<file path="src/rtl/hitpipe_pkg.sv">
package hitpipe_pkg;
  localparam int unsigned DEF_CHANNELS = 16;
  localparam int unsigned DEF_DEPTH    = 250;
  localparam int unsigned MIN_DEPTH    = 2;
endpackage

</file>
<file path="src/rtl/hp_lead_edge.sv">
module hp_lead_edge #(
  parameter int unsigned NCH = hitpipe_pkg::DEF_CHANNELS
) (
  input  logic           clk,
  input  logic           rst_n,
  input  logic [NCH-1:0] raw_i,
  output logic [NCH-1:0] lead_o
);
  logic [NCH-1:0] prev_q;
  logic [NCH-1:0] prev_d;

  for (genvar ch = 0; ch < NCH; ch++) begin : g_ch
    always_comb begin
      prev_d[ch] = raw_i[ch];
      lead_o[ch] = raw_i[ch] & ~prev_q[ch];
    end
  end

  always_ff @(posedge clk or negedge rst_n) begin
    if (!rst_n) begin
      prev_q <= '0;
    end else begin
      prev_q <= prev_d;
    end
  end
endmodule

</file>
<file path="src/rtl/hp_delay_line.sv">
module hp_delay_line #(
  parameter int unsigned NCH   = hitpipe_pkg::DEF_CHANNELS,
  parameter int unsigned DEPTH = hitpipe_pkg::DEF_DEPTH
) (
  input  logic           clk,
  input  logic           rst_n,
  input  logic [NCH-1:0] din_i,
  output logic [NCH-1:0] head_o,
  output logic [NCH-1:0] second_o,
  output logic [NCH-1:0] tail_o
);
  localparam int unsigned LAST = DEPTH - 1;

  logic [NCH-1:0] stage_q [DEPTH];
  logic [NCH-1:0] stage_d [DEPTH];

  for (genvar k = 0; k < DEPTH; k++) begin : g_stage
    if (k == 0) begin : g_first
      always_comb stage_d[k] = din_i;
    end else begin : g_rest
      always_comb stage_d[k] = stage_q[k-1];
    end

    always_ff @(posedge clk or negedge rst_n) begin
      if (!rst_n) begin
        stage_q[k] <= '0;
      end else begin
        stage_q[k] <= stage_d[k];
      end
    end
  end

  assign head_o   = stage_q[0];
  assign second_o = stage_q[1];
  assign tail_o   = stage_q[LAST];
endmodule

</file>
<file path="src/rtl/hp_trig_capture.sv">
module hp_trig_capture #(
  parameter int unsigned NCH = hitpipe_pkg::DEF_CHANNELS
) (
  input  logic           clk,
  input  logic           rst_n,
  input  logic [NCH-1:0] tail_i,
  input  logic           trig_i,
  output logic [NCH-1:0] word_o,
  output logic           valid_o
);
  logic [NCH-1:0] word_q, word_d;
  logic           valid_q, valid_d;
  logic           cap_en;

  always_comb begin
    cap_en  = trig_i | valid_q;
    valid_d = trig_i;
    word_d  = trig_i ? tail_i : '0;
  end

  always_ff @(posedge clk or negedge rst_n) begin
    if (!rst_n) begin
      word_q  <= '0;
      valid_q <= 1'b0;
    end else if (cap_en) begin
      word_q  <= word_d;
      valid_q <= valid_d;
    end
  end

  assign word_o  = word_q;
  assign valid_o = valid_q;
endmodule

</file>
<file path="src/rtl/hit_latency_pipe.sv">
module hit_latency_pipe #(
  parameter int unsigned NCH   = hitpipe_pkg::DEF_CHANNELS,
  parameter int unsigned DEPTH = hitpipe_pkg::DEF_DEPTH
) (
  input  logic           clk,
  input  logic           rst_n,
  input  logic [NCH-1:0] disc_i,
  input  logic           trig_i,
  output logic [NCH-1:0] word_o,
  output logic           valid_o
);
  logic [NCH-1:0] lead_w;
  logic [NCH-1:0] head_w;
  logic [NCH-1:0] second_w;
  logic [NCH-1:0] tail_w;

  hp_lead_edge #(.NCH(NCH)) u_lead (
    .clk    (clk),
    .rst_n  (rst_n),
    .raw_i  (disc_i),
    .lead_o (lead_w)
  );

  hp_delay_line #(.NCH(NCH), .DEPTH(DEPTH)) u_line (
    .clk      (clk),
    .rst_n    (rst_n),
    .din_i    (lead_w),
    .head_o   (head_w),
    .second_o (second_w),
    .tail_o   (tail_w)
  );

  hp_trig_capture #(.NCH(NCH)) u_cap (
    .clk     (clk),
    .rst_n   (rst_n),
    .tail_i  (tail_w),
    .trig_i  (trig_i),
    .word_o  (word_o),
    .valid_o (valid_o)
  );
endmodule

</file>
<file path="config.mk">
export PLATFORM = sky130hd
export DESIGN_NAME = hit_latency_pipe
export DESIGN_NICKNAME = d
export VERILOG_FILES = /design/src/rtl/hitpipe_pkg.sv /design/src/rtl/hp_lead_edge.sv /design/src/rtl/hp_delay_line.sv /design/src/rtl/hp_trig_capture.sv /design/src/rtl/hit_latency_pipe.sv
export SDC_FILE = /design/constraint.sdc
export NUM_CORES = 2
export LEC_CHECK = 0
export BUFFER_PORTS_ARGS = -buffer_cell sky130_fd_sc_hd__buf_4
export CAP_MARGIN = 15
export CORE_UTILIZATION = 50
export CTS_BUF_LIST = sky130_fd_sc_hd__clkbuf_8 sky130_fd_sc_hd__clkbuf_16
export CTS_CLUSTER_DIAMETER = 80
export DETAILED_ROUTE_END_ITERATION = 6
export GPL_ROUTABILITY_DRIVEN = 0
export PLACE_DENSITY = 0.76
export SLEW_MARGIN = 15
export SYNTH_ARGS = -nofsm -noshare
export SYNTH_HDL_FRONTEND = slang
export SYNTH_HIERARCHICAL = 1
export SYNTH_SLANG_ARGS = --single-unit
</file>
<file path="constraint.sdc">
create_clock -name clk -period 0.99 [get_ports clk]
set_input_delay 0.2475 -clock clk [delete_from_list [all_inputs] [get_ports clk]]
set_output_delay 0.2475 -clock clk [all_outputs]
set_load 0.005 [all_outputs]
</file>
* After elaboration in Yosys (flattened, before gate mapping)
Cells that the tools add are included.
** Cells by class
- Multiplexer cells :: 1
- Bitwise logic cells :: 33
** Operators with widths (number)
- 1-bit AND :: 16
- 16-bit two-way mux :: 1
- 1-bit inverter :: 16
- 1-bit bitwise OR :: 1
** Storage, ports and cells
- Flip-flop bits (word level) :: 4033
- Input port bits :: 19
- Output and inout port bits :: 17
- Logic and storage cells :: 287

* Longest topological paths before layout
- Depth in word-level cells :: 2
- Mapped depth :: 4
- Depth with buffers taken out :: 2

* Modules after synthesis
Netlist, hierarchy kept.
** Modules (own cells, without submodules)
- hp_delay_line :: times used 1, cells each 4032, area an instance 100336.2 µm², seq. area each 100096.0 µm²
- hp_trig_capture :: times used 1, cells each 38, area an instance 624.3 µm², seq. area each 425.4 µm²
- hp_lead_edge :: times used 1, cells each 32, area an instance 620.6 µm², seq. area each 400.4 µm²

* Worst setup path after synthesis
OpenSTA, ideal clock, no wires.
- Path type :: reg-to-reg
- From :: register u_cap.valid_q, in the netlist u_cap/valid_o
- To :: register u_cap.word_q[10], in the netlist u_cap/word_o[10]
- Setup time :: 0.121 ns
- Arrival time :: 0.793 ns
- Data required time :: 0.869 ns
- Path slack :: 0.076 ns
- Stages on the path, launching flop included :: 4
- Buffers on the path :: 1
- Period minus slack after synthesis :: 0.914 ns
- Cell sequence :: dfrtp_1 -> nor2_8 -> buf_8 -> a22o_1
** Between the ends
- Longest elaborated chain between the ends :: 1
** Ends and longest elaborated chain
- from (decl) :: line hp_trig_capture.sv:12 : logic valid_q, valid_d;
- from (signal assigned) :: line hp_trig_capture.sv:27 : valid_q <= valid_d;
- 1-bit bitwise OR :: line hp_trig_capture.sv:16 : cap_en = trig_i | valid_q;
- to (signal assigned) :: line hp_trig_capture.sv:26 : word_q <= word_d;
- to (decl) :: line hp_trig_capture.sv:11 : logic [NCH-1:0] word_q, word_d;
Every way passes these cells.
A chain may end at the register's enable or synchronous reset.

* Worst setup path in the final report
- From :: register u_cap.word_q[10], in the netlist u_cap/word_o[10]
- To :: output word_o[10]
** RTL lines
- to (decl) :: line hit_latency_pipe.sv:9 : output logic [NCH-1:0] word_o,
No word-level cell between the ends.

==> impl_metrics.json <==
{
  "timing.final.ws_setup_ns": -0.762,
  "hold_viol_final": 0,
  "fillers": 12500,
  "tightest_slew_ns": 0.459,
  "grt_use_total_pct": 19.5,
  "vias": 35000,
  "routed_via_density": 4.53,
  "yosysWarnings": 6,
  "mostFrequentLayoutCells": "4032 x dfrtp_1, 380 x clkbuf_16, 170 x buf_4",
  "maxCapViolations": 0,
  "drt-total-wl_um": 187000,
  "overflow": 0,
  "port-buffer-count": 35,
  "violations": "negative setup slack",
  "grt_max_degree": 75,
  "hpwl_um": 74100,
  "crit_end": "word_o[10]",
  "path_clk_slew_ns": 0.07,
  "grt_antenna_before_repair": 10,
  "netlist_area_um2": 101000,
  "clkLatencyLatePin_ns": 0.95,
  "place_area_um2": 108000,
  "fp.dieH_um": 452,
  "cp_num_buf_inv": 1,
  "startpoint_type": "flip-flop",
  "fin_skew_ns": 0.0566,
  "cts.sinks": 4033,
  "drc": 0,
  "crit_start": "u_cap/word_o[10]",
  "syn-instance-count": 4070,
  "worstPathRequired_ns": 0.74,
  "syn-mean-instance-area_um2": 24.9,
  "worstRegToRegCells": 3,
  "setup_viol": 31,
  "dr.pass1.iters": 4,
  "fin_crit_sh_pct": 177,
  "cts_buffers": 375,
  "arrival_ns": 1.50,
  "vdd_drop_max_mv": 2.09,
  "rsz0062_at_grt": "yes",
  "grt_pass1_wl_um": 293000,
  "critPathKind": "reg -> out",
  "start_util_pct": 50.5,
  "place_ws_ns": -0.0498,
  "cts_buffer_depth": 4,
  "fin_area_um2": 121000,
  "utilization_pct": 60.5,
  "multi_input_area_um2": 404,
  "cp_max_fo": 2,
  "drt-initial-drc-count": 2408,
  "ant_nets": 0,
  "grt_pass1_vias": 44100,
  "rows": 164,
  "critPathMaxStageDelay_ns": 0.42,
  "path_delay_family": "flip-flops",
  "endpoint_kind": "primary output",
  "path_cells": "buf_6",
  "clockRootBuffer": "clkbuf_16",
  "powerDensity_nw_per_um2": 2650,
  "status": "complete, but fails checks",
  "cts_tree": "done",
  "r2r-end": "u_cap/word_o[14]",
  "cp_num_cells": 1,
  "io_pins": 36,
  "rrSetupSlack_ns": -0.06,
  "die_w_um": 452,
  "dieArea_um2": 204000,
  "nNetsFinal": 4797,
  "core_area_um2": 200000,
  "syn-num-nets": 4089,
  "cp_slowest_cell": "dfrtp_1",
  "drive_gt1_share_pct": 17.6,
  "wl_per_cell_um": 24.3,
  "leakagePower_nw": 64.3,
  "fmax_mhz": 571,
  "drv_slew": 0,
  "finalCriticalPeriod_ns": 1.75,
  "syn2layout_area_growth_pct": 19.7,
  "slew_headroom_pct": 69.3,
  "r2r_start": "u_cap/valid_o",
  "final-seq-area_um2": 101000,
  "p_total_mw": 322,
  "holdCritPathClass": "in -> async",
  "h-tree-depth": 5,
  "layout_commonest_cell": "dfrtp_1"
}
through the flow:
step / hold slack, ns / cells / setup TNS, ns
2_1_floorplan: -0.0481 / 4070 / 0
3_3_place_gp: 0.288 / 7001 / -0.319
3_5_place_dp: 0.298 / 7001 / -6.04
4_1_cts: -0.0485 / 7704 / -17.38
5_1_grt: -0.000399 / 7713 / -15.52
6_report: 0.00982 / 7713 / -13.58
final cells by class:
type / instances / share of cell area, %
antenna: 1 / 0.00206
multi-input combinational: 34 / 0.333
clock inverter: 212 / 1.87
clock buffer: 443 / 8.56
tap: 2656 / 2.74
sequential: 4033 / 83.2
timing repair buffer: 334 / 3.29
per-layer routing:
layer / share of wire, % / routed length, um / global-route usage [%]
met4: 2.1 / 4000 / 5.32
met3: 3.3 / 6260 / 3.71
met2: 55 / 104000 / 34.7
met5: 0.0091 / 17 / 0
met1: 39 / 73200 / 24.7
flip-flops by register name (all words and copies together), names as in the netlist:
| register | cells |
|---|---|
| u_lead/prev_q | 16 |
| u_cap/valid_o | 1 |
| u_line/stage_d | 3952 |
| u_line/head_o | 16 |
| u_line/second_o | 16 |
| u_cap/word_o | 16 |
| u_line/tail_o | 16 |
report_power, final:
group | internal, mW | switching, mW
Sequential | 166 | 0.662
Clock | 86.6 | 63.3
Combinational | 1.41 | 3.61
Total | 254 | 67.6
worst min-delay path by stage:
stage,to,start,slack [ns]
3_3_place_gp,u_line/stage_d[271],rst_n,0.29
2_1_floorplan,u_cap/valid_o,rst_n,-0.05
3_5_place_dp,u_line/stage_d[143],rst_n,0.30
5_1_grt,u_line/stage_d[580],rst_n,-0.0004
6_report,u_line/stage_d[725],rst_n,0.01
4_1_cts,u_line/stage_d[516],rst_n,-0.05
what timing repair did:
item | CTS | global route
pin swaps | 3 | 9
endpoints found under the setup margin | 17 | 54
gates cloned | 0 | 1
setup buffers | 9 | 4
hold buffers | 39 | 6
gates resized for setup | 18 | 2
hold endpoints to repair | 4082 | 13
(Power assumes the default switching activity.)
